`config.mk`:
```
export PLATFORM = sky130hd
export DESIGN_NAME = mw_eeprom_master
export DESIGN_NICKNAME = d
export VERILOG_FILES = /design/src/rtl/mw_pkg.sv /design/src/rtl/mw_tick_gen.sv /design/src/rtl/mw_frame_shifter.sv /design/src/rtl/mw_ready_poll.sv /design/src/rtl/mw_eeprom_master.sv
export SDC_FILE = /design/constraint.sdc
export NUM_CORES = 1
export LEC_CHECK = 0
export ABC_CLOCK_PERIOD_IN_PS = 2100
export BUFFER_PORTS_ARGS = -buffer_cell sky130_fd_sc_hd__buf_2
export CORE_UTILIZATION = 50
export CTS_BUF_LIST = sky130_fd_sc_hd__clkbuf_8
export DETAILED_ROUTE_END_ITERATION = 8
export HOLD_SLACK_MARGIN = 0.1
export PLACE_DENSITY = 0.7
export SLEW_MARGIN = 20
export SYNTH_ARGS = -nofsm -noshare
export SYNTH_HDL_FRONTEND = slang
export SYNTH_SLANG_ARGS = --single-unit
```
`constraint.sdc`:
```
create_clock -name clk -period 2.1 [get_ports clk]
set_clock_uncertainty 0.05 [all_clocks]
set_input_delay 0.21 -clock clk [delete_from_list [all_inputs] [get_ports clk]]
set_output_delay 0.21 -clock clk [all_outputs]
set_load 0.02 [all_outputs]
```
`src/rtl/mw_pkg.sv`:
```
package mw_pkg;
  localparam int MW_DATA_W  = 16;
  localparam int MW_FRAME_W = 3 + 8 + MW_DATA_W;
  localparam int MW_LEN_W   = $clog2(MW_FRAME_W + 1);

  localparam logic [2:0] MW_OP_READ  = 3'd0;
  localparam logic [2:0] MW_OP_WRITE = 3'd1;
  localparam logic [2:0] MW_OP_ERASE = 3'd2;
  localparam logic [2:0] MW_OP_WEN   = 3'd3;
  localparam logic [2:0] MW_OP_WDIS  = 3'd4;

  function automatic logic mw_op_valid(input logic [2:0] op);
    return op <= MW_OP_WDIS;
  endfunction

  function automatic logic mw_needs_poll(input logic [2:0] op);
    return (op == MW_OP_WRITE) || (op == MW_OP_ERASE);
  endfunction

  function automatic logic [MW_LEN_W-1:0] mw_len(input logic [2:0] op, input logic wide);
    logic [MW_LEN_W-1:0] n;
    n = wide ? MW_LEN_W'(11) : MW_LEN_W'(9);
    if (op == MW_OP_READ || op == MW_OP_WRITE) n = n + MW_LEN_W'(MW_DATA_W);
    return n;
  endfunction

  // Frame left aligned: first bit to send sits at the MSB.
  function automatic logic [MW_FRAME_W-1:0] mw_frame(input logic [2:0] op, input logic wide,
                                                      input logic [7:0] addr,
                                                      input logic [MW_DATA_W-1:0] data);
    logic [2:0]           head;
    logic [7:0]           a;
    logic [MW_DATA_W-1:0] d;
    head = 3'b110;
    a    = addr;
    d    = '0;
    case (op)
      MW_OP_WRITE: begin head = 3'b101; d = data; end
      MW_OP_ERASE: head = 3'b111;
      MW_OP_WEN:   begin head = 3'b100; a = 8'hFF; end
      MW_OP_WDIS:  begin head = 3'b100; a = 8'h00; end
      default:     head = 3'b110;
    endcase
    if (wide) return {head, a, d};
    return {head, a[5:0], d, 2'b00};
  endfunction
endpackage

```
`src/rtl/mw_tick_gen.sv`:
```
module mw_tick_gen #(
  parameter int HALF_DIV = 2
) (
  input  logic clk,
  input  logic rst_n,
  input  logic restart,
  output logic tick
);
  localparam int CW = (HALF_DIV < 2) ? 1 : $clog2(HALF_DIV + 1);
  logic [CW-1:0] cnt;

  assign tick = (cnt == CW'(HALF_DIV - 1)) && !restart;

  always_ff @(posedge clk or negedge rst_n) begin
    if (!rst_n)                cnt <= '0;
    else if (restart || tick)  cnt <= '0;
    else                       cnt <= cnt + CW'(1);
  end
endmodule

```
`src/rtl/mw_frame_shifter.sv`:
```
module mw_frame_shifter
  import mw_pkg::*;
(
  input  logic                  clk,
  input  logic                  rst_n,
  input  logic                  load,
  input  logic [MW_FRAME_W-1:0] frame_in,
  input  logic [MW_LEN_W-1:0]   len_in,
  input  logic                  step,
  input  logic                  sample_in,
  output logic                  tx_bit,
  output logic                  last,
  output logic [MW_DATA_W-1:0]  rx_word
);
  logic [MW_FRAME_W-1:0] sh;
  logic [MW_LEN_W-1:0]   left;

  assign tx_bit = sh[MW_FRAME_W-1];
  assign last   = (left == MW_LEN_W'(1));

  always_ff @(posedge clk or negedge rst_n) begin
    if (!rst_n) begin
      sh      <= '0;
      left    <= '0;
      rx_word <= '0;
    end else if (load) begin
      sh      <= frame_in;
      left    <= len_in;
      rx_word <= '0;
    end else if (step) begin
      sh      <= {sh[MW_FRAME_W-2:0], 1'b0};
      left    <= left - MW_LEN_W'(1);
      rx_word <= {rx_word[MW_DATA_W-2:0], sample_in};
    end
  end
endmodule

```
`src/rtl/mw_ready_poll.sv`:
```
module mw_ready_poll #(
  parameter int POLL_LIMIT = 10000
) (
  input  logic clk,
  input  logic rst_n,
  input  logic start,
  input  logic sample_en,
  input  logic ready_in,
  output logic ready,
  output logic expired
);
  localparam int PCW = $clog2(POLL_LIMIT + 1);
  logic [PCW-1:0] cnt;

  assign ready   = sample_en && ready_in;
  assign expired = sample_en && !ready_in && (cnt == PCW'(POLL_LIMIT - 1));

  always_ff @(posedge clk or negedge rst_n) begin
    if (!rst_n)         cnt <= '0;
    else if (start)     cnt <= '0;
    else if (sample_en) cnt <= cnt + PCW'(1);
  end
endmodule

```
`src/rtl/mw_eeprom_master.sv`:
```
module mw_eeprom_master
  import mw_pkg::*;
#(
  parameter int HALF_DIV   = 2,
  parameter int POLL_LIMIT = 10000
) (
  input  logic        clk,
  input  logic        rst_n,
  input  logic        req,
  input  logic [2:0]  op,
  input  logic        addr_wide,
  input  logic [7:0]  addr,
  input  logic [15:0] wdata,
  output logic        busy,
  output logic        done,
  output logic [15:0] rdata,
  output logic        timeout,
  output logic        ee_cs,
  output logic        ee_sk,
  output logic        ee_di,
  input  logic        ee_do
);
  typedef enum logic [2:0] {ST_IDLE, ST_LOW, ST_HIGH, ST_GAP, ST_POLL} st_e;

  st_e                  st;
  logic [2:0]           op_q;
  logic                 tick, accept, bit_end, poll_tick, last_bit, tx_bit;
  logic                 poll_ready, poll_expired;
  logic [MW_DATA_W-1:0] rx_word;

  assign accept    = (st == ST_IDLE) && req && mw_op_valid(op);
  assign bit_end   = (st == ST_HIGH) && tick;
  assign poll_tick = (st == ST_POLL) && tick;

  mw_tick_gen #(.HALF_DIV(HALF_DIV)) u_tick (
    .clk(clk), .rst_n(rst_n), .restart(accept), .tick(tick)
  );

  mw_frame_shifter u_shift (
    .clk(clk), .rst_n(rst_n), .load(accept),
    .frame_in(mw_frame(op, addr_wide, addr, wdata)),
    .len_in(mw_len(op, addr_wide)),
    .step(bit_end), .sample_in(ee_do),
    .tx_bit(tx_bit), .last(last_bit), .rx_word(rx_word)
  );

  mw_ready_poll #(.POLL_LIMIT(POLL_LIMIT)) u_poll (
    .clk(clk), .rst_n(rst_n), .start(accept), .sample_en(poll_tick),
    .ready_in(ee_do), .ready(poll_ready), .expired(poll_expired)
  );

  always_ff @(posedge clk or negedge rst_n) begin
    if (!rst_n) begin
      st      <= ST_IDLE;
      op_q    <= '0;
      done    <= 1'b0;
      rdata   <= '0;
      timeout <= 1'b0;
    end else begin
      done <= 1'b0;
      case (st)
        ST_IDLE: if (accept) begin
          st   <= ST_LOW;
          op_q <= op;
        end
        ST_LOW:  if (tick) st <= ST_HIGH;
        ST_HIGH: if (tick) st <= last_bit ? ST_GAP : ST_LOW;
        ST_GAP: if (tick) begin
          if (mw_needs_poll(op_q)) st <= ST_POLL;
          else begin
            st      <= ST_IDLE;
            done    <= 1'b1;
            timeout <= 1'b0;
            if (op_q == MW_OP_READ) rdata <= rx_word;
          end
        end
        ST_POLL: if (poll_ready || poll_expired) begin
          st      <= ST_IDLE;
          done    <= 1'b1;
          timeout <= poll_expired;
        end
        default: st <= ST_IDLE;
      endcase
    end
  end

  assign busy  = (st != ST_IDLE);
  assign ee_cs = (st == ST_LOW) || (st == ST_HIGH) || (st == ST_POLL);
  assign ee_sk = (st == ST_HIGH);
  assign ee_di = ((st == ST_LOW) || (st == ST_HIGH)) && tx_bit;
endmodule

```
==> results of run 1 <==
per-layer routing:
layer,vias to the layer above,GRT usage,part of all wire
li1,1679,-,-
met1,1652,0.308,0.48
met2,89,0.345,0.46
met3,18,0.0423,0.038
met4,0,0.0883,0.018
met5,-,0,0
report_power, final:
part | leakage [nW] | switching, mW | internal (mW) | total [mW]
logic | 1.16 | 0.936 | 0.742 | 1.68
registers | 1.14 | 0.260 | 2.11 | 2.37
clock network | 0.0916 | 0.682 | 0.457 | 1.14
total | 2.40 | 1.88 | 3.31 | 5.19
critical path, cell delays in order (launching register included):
cell      delay (ps)
dfrtp_1          390
inv_1             60
ha_1             240
nand4b_1         160
or4_1            420
buf_4            240
mux2_4           320
cell type report:
type | instances | area (µm²)
clock buffers | 9 | 124
clock inverters | 7 | 62.6
fillers | 697 | 3170
inverters | 8 | 30.0
multi-input cells | 307 | 1990
flip-flops and latches | 88 | 2200
well taps | 105 | 131
repair buffers | 92 | 629
worst paths after layout:
check                                   start  cells past startpoint        endpoint  slack, ps
worst max-delay path            u_tick.cnt[1]                      6        rdata[9]         90
worst min-delay path                wdata[15]                      3  u_shift.sh[17]        140
worst max register to register  u_tick.cnt[1]                      6        rdata[9]         90
worst min register to register  u_tick.cnt[0]                      1   u_tick.cnt[0]        390
max in group asynchronous               rst_n                      3  u_shift.sh[17]        950
min in group asynchronous               rst_n                      2   u_poll.cnt[9]        320
cells by family (layout without fill, tap and decap cells):
logic type               after synthesis  count (layout)
multiplexers                          26              26
flip-flops                            88              88
AO/OA/AOI/OAI                         90              90
adder cells (fa/ha/maj)                4               4
buffers and inverters                 39             116
AND/OR/NAND/NOR                      169             169
XOR/XNOR                              18              18
what timing repair did:
| action | CTS | global route |
|---|---|---|
| hold endpoints to repair | 54 | 0 |
| hold buffers | 16 | 0 |
| setup endpoints to repair | 0 | 21 |
| setup buffers | 0 | 0 |
| resized for setup | 0 | 6 |
per-stage QoR:
| stage | instance area, µm² | hold WS [ps] | setup TNS, ps | utilization |
|---|---|---|---|---|
| final | 5170 | 139 | 0 | 0.620 |
| after global routing | 5170 | 155 | -0.965 | 0.620 |
| after CTS | 5150 | 122 | 0 | 0.617 |
| after detailed placement | 4800 | 183 | 0 | 0.576 |
| after global placement | 4800 | 179 | 0 | 0.576 |
| after floorplan | 4360 | -136 | 0 | - |
sequential cells by signal, indices dropped and copies added, names as in the netlist:
signal           flops
timeout              1
u_shift.rx_word     16
u_tick.cnt           2
u_poll.cnt          14
st                   3
done                 1
u_shift.left         5
op_q                 3
rdata               16
u_shift.sh          27
cells in the mapped netlist, types with 4 or more instances:
cell / n
dfrtp_1: 88
nand2_1: 71
nor2_1: 43
a21oi_1: 22
a22o_1: 15
buf_2: 15
xnor2_1: 14
o21ai_0: 12
o2bb2ai_1: 12
clkbuf_1: 10
mux2_4: 10
nor3_1: 10
inv_1: 8
mux2_2: 8
mux2i_1: 8
nand3_1: 8
a31oi_1: 7
nor4_1: 6
a211oi_1: 5
nor2b_1: 5
buf_4: 4
ha_1: 4
nand4_1: 4
xor2_1: 4
layout by cell type, fill, tap and decap left out, types with 4 or more instances in the layout:
master,n
ha_1,4
a211oi_1,5
nand2_1,71
nor4_1,6
a21oi_1,22
mux2_2,8
dlygate4sd3_1,16
nand3_1,8
buf_2,52
nor2b_1,5
a22o_1,15
nor2_1,42
xor2_1,4
inv_1,8
clkbuf_8,9
o2bb2ai_1,12
o21ai_0,12
mux2i_1,8
nand4_1,4
xnor2_1,14
buf_4,21
mux2_4,10
nor3_1,10
dfrtp_1,88
a31oi_1,7
==> results.toml, run 1 <==
[floorplan]
core-area_um2 = 8340
fp-row-count = 33
start_util = 0.523
die_width_um = 95.4
die_h_um = 95.4
dieArea_um2 = 9100
ioPinCount = 54

[critical_path]
criticalPathCategory = "reg2reg"
cp_data_required_time_ps = 2290
worst-path-max-fanout = 16
critPathArrivalTime_ps = 2200
critPathLaunchType = "flip-flop"
worstSetupEndpointType = "flip-flop"

[drt]
drtIter0Drc = 137
ant_nets = 0
wl_um = 9450
vias_per_cell = 5.58
vias = 3438
drc = 0
drtPass1Iterations = 4
wire_per_inst_um = 15.3

[pwr]
powerDensity_nw_per_um2 = 1000
peakVddDrop_uv = 459
leakagePower_nw = 2.40
total_power_mw = 5.19

[grt]
first_global_vias = 3281
antenna_found_initial = 0
grt_start_max_net_pins = 42
grt_overflow_total = 0
track_usage = 0.222
grt_pass1_wl_um = 15600

[place]
dp_cells = 584
hpwl_um = 6220
dp_slack_ps = 104
gp_congestion = 0.793
port_buffers = 53

[synthesis]
ys_warn_count = 0
synth_area_leader_cell = "dfrtp_1"
synthSimpleGateAreaFrac = 0.184
syn-instance-count = 434
yosys_register_bits = 88
syn_nets = 470
synth_area_leaders = "dfrtp_1, nand2_1, nor2_1"
yosysSeqAreaShare = 0.505
synth_ff_type = "dfrtp_1"
synth.mux.area_fraction = 0.0735
synth_xor_area_frac = 0.0362
synth_fa_ha_area_frac = 0.0115
ys_async_sr_fraction = 1.00
synth_top_family_by_area = "simple AND/OR/NAND/NOR gates"
syn_area_um2 = 4360
synth_edf_count = 0
avgSynthCellArea_um2 = 10.0
synth_compound_area_frac = 0.146
ys_types = 54
synth_top_cell_area_share = 0.505

[layout]
layout.cells.non_filler = 616
layout.nets = 542
area_growth_pct = 18.7
antenna-diode-count = 0
drive_above_1_share = 0.241

[sta]
fmax_mhz = 497
drv_slew = 0
setup_viol = 0
worst_pin_slew_ps = 640
max-slew-margin-rel = 0.573
period_minus_slack_ps = 2010
fin_ws_ps = 88.6
fin_crit_sh = 0.958
timing_hold_violations_final = 0

[hold_path]
min_path_type = "in2reg"

[clock_network]
clock-root-buffer = "clkbuf_8"
max-clock-path-buffers = 2
clkTransAtPathRegs_ps = 100
insertion_delay_ps = 360
htreeDepth = 3
cts_sinks = 88
numCtsBuffers = 9
cts_tree = "built"

[run]
maxCapViolations = 0

[outcome]
status = "complete, no violations"
Power figures use the tool's default switching activity.
==> run 2, diff against run 1 <==
--- a/config.mk
+++ b/config.mk
@@ -5,7 +5,7 @@
 export SDC_FILE = /design/constraint.sdc
 export NUM_CORES = 1
 export LEC_CHECK = 0
-export ABC_CLOCK_PERIOD_IN_PS = 2100
+export ABC_CLOCK_PERIOD_IN_PS = 2470
 export BUFFER_PORTS_ARGS = -buffer_cell sky130_fd_sc_hd__buf_2
 export CORE_UTILIZATION = 50
 export CTS_BUF_LIST = sky130_fd_sc_hd__clkbuf_8
==> constraint.sdc (replaced) <==
create_clock -name clk -period 2.47 [get_ports clk]
set_clock_uncertainty 0.05 [all_clocks]
set_input_delay 0.247 -clock clk [delete_from_list [all_inputs] [get_ports clk]]
set_output_delay 0.247 -clock clk [all_outputs]
set_load 0.02 [all_outputs]
==> run 2 against run 1 <==
Net effect: fmax fell by 5.7%; critical path depth increased by 1; final cell count is 1.6% lower; routed wire length fell by 3.1%; sequential cell count is the same; worst hold slack better by 15 ps; core utilization shrank 1.1 points; combinational power shrank 19%; critical endpoint is now u_shift.left[4].
==> results.toml, run 2 (synthesis results as in run 1) <==
[outcome]
status = "complete, no violations"

[pwr]
leakagePower_nw = 2.34
total_power_mw = 4.36
peakVddDrop_uv = 379
powerDensity_nw_per_um2 = 858

[drt]
ant_nets = 0
wl_um = 9160
vias = 3332
vias_per_cell = 5.50
drtPass1Iterations = 4
drc = 0
wire_per_inst_um = 15.1
drtIter0Drc = 158

[sta]
drv_slew = 0
timing_hold_violations_final = 0
rsz0062_at_grt = "no"
setup_viol = 0
fmax_mhz = 469
period_minus_slack_ps = 2130
fin_crit_sh = 0.863
max-slew-margin-rel = 0.543
finalSetupTns_ps = 0
worst_pin_slew_ps = 684

[floorplan]
core-area_um2 = 8340
dieArea_um2 = 9100
ioPinCount = 54
die_h_um = 95.4
die_width_um = 95.4
start_util = 0.523
fp-row-count = 33

[grt]
track_usage = 0.219
grt_start_max_net_pins = 49
antenna_found_initial = 0
first_global_vias = 3198
grt_pass1_wl_um = 15500
grt_overflow_total = 0

[clock_network]
htreeDepth = 3
clock-root-buffer = "clkbuf_8"
cts_tree = "built"
insertion_delay_ps = 360
numCtsBuffers = 9
max-clock-path-buffers = 2
cts_resized = 0
cts_sinks = 88
clkTransAtPathRegs_ps = 100

[critical_path]
cp_data_required_time_ps = 2710
criticalPathCategory = "reg2reg"
critPathArrivalTime_ps = 2370
r2r-end = "u_shift.left[4]"
r2r_setup_slack_ps = 340
worst-path-max-fanout = 31
worstReg2RegStart = "u_tick.cnt[1]"
rr_worst_depth = 7
critPathBufInv = 2
crit_family = "simple AND/OR/NAND/NOR gates"
worstSetupEndpointType = "flip-flop"
slowest_stage = "nor4bb_4"
path_cells = "inv_1 > ha_1 > nor4bb_4 > buf_4 > nand3_1 > xor2_1 > o21ai_0"
critPathLaunchType = "flip-flop"
crit_cells = 7
critical_path.max_stage_delay_ps = 400

[layout]
area_growth_pct = 16.6
top_regs = "u_shift.sh x27, rdata x16, u_shift.rx_word x16"
drive_above_1_share = 0.224
layout.nets = 532
final_cell_mix = "dfrtp_1, nand2_1, buf_2"
layout_commonest_cell = "dfrtp_1"
final_area_um2 = 5080
top_register = "u_shift.sh"
largest_register_ffs = 27
antenna-diode-count = 0

[hold_path]
hold_path_depth = 3
min_path_type = "in2reg"
hold_start = "op[1]"
hold_end = "op_q[1]"

[place]
gp_congestion = 0.774
port_buffers = 53
hpwl_um = 5920
dpl_cell_area_um2 = 4730

[run]
maxCapViolations = 0
==> run 2: cell types whose count changed in the layout (fill, tap and decap cells not counted) <==
cell,previous run,this run
clkinvlp_4,2,1
inv_8,3,4
nor4b_2,2,1
buf_12,2,1
clkinv_2,1,0
clkinv_4,0,1
nor4b_1,0,1
buf_4,21,13
buf_6,1,0
==> run 2: layer usage <==
metal  global-route usage  vias to the layer above  wire, µm  share of wire
li1                     -                     1655         -              -
met1                0.315                     1583      4550           0.50
met2                0.338                       83      4140           0.45
met3               0.0447                       11       358          0.039
met4               0.0609                        0       105          0.011
met5                    0                        -         0              0
==> run 2: layout make-up <==
class / instances / area (µm²)
fillers: 718 / 3260
flip-flops and latches: 88 / 2200
multi-input cells: 307 / 1990
repair buffers: 82 / 538
well taps: 105 / 131
clock buffers: 9 / 124
clock inverters: 7 / 70.1
inverters: 8 / 30.0
==> run 2: worst max-delay path by stage <==
stage / end / from / slack (ps)
after global routing: u_shift.sh[14] / st[0] / 180
after floorplan: rdata[10] / u_tick.cnt[1] / 520
after detailed placement: u_shift.sh[24] / u_tick.cnt[0] / 300
after global placement: u_shift.sh[24] / u_tick.cnt[0] / 380
final: u_shift.left[4] / u_tick.cnt[1] / 340
after CTS: u_shift.sh[0] / u_tick.cnt[0] / 260
==> run 2: worst reg2reg max path, delay by kind of cell (launching register included) <==
family / cells / cell delay (ps)
and+or+nand+nor: 2 / 550
AOI/OAI and AO/OA: 1 / 130
buffers and inverters: 2 / 440
DFF: 1 / 380
xor gates and xnor gates: 1 / 160
adders and majority gates: 1 / 350
==> run 2: power by group <==
group,switching (mW),internal (mW)
Sequential,0.213,1.79
Clock,0.593,0.399
Combinational,0.778,0.585
Total,1.58,2.78
==> run 2: through the flow <==
step           hold WS [ps]  instances  setup slack, ps   util
2_1_floorplan         -98.6        434              518      -
3_3_place_gp            231        574              381  0.567
3_5_place_dp            235        574              304  0.567
4_1_cts                 135        606              263  0.609
5_1_grt                 159        606              176  0.609
6_report                154        606              337  0.609
==> run 2: timing repair <==
item | 4_1_cts | 5_1_grt
endpoints found under the hold margin | 55 | 0
setup buffers | 0 | 0
setup endpoints to repair | 0 | 0
hold buffers | 16 | 0
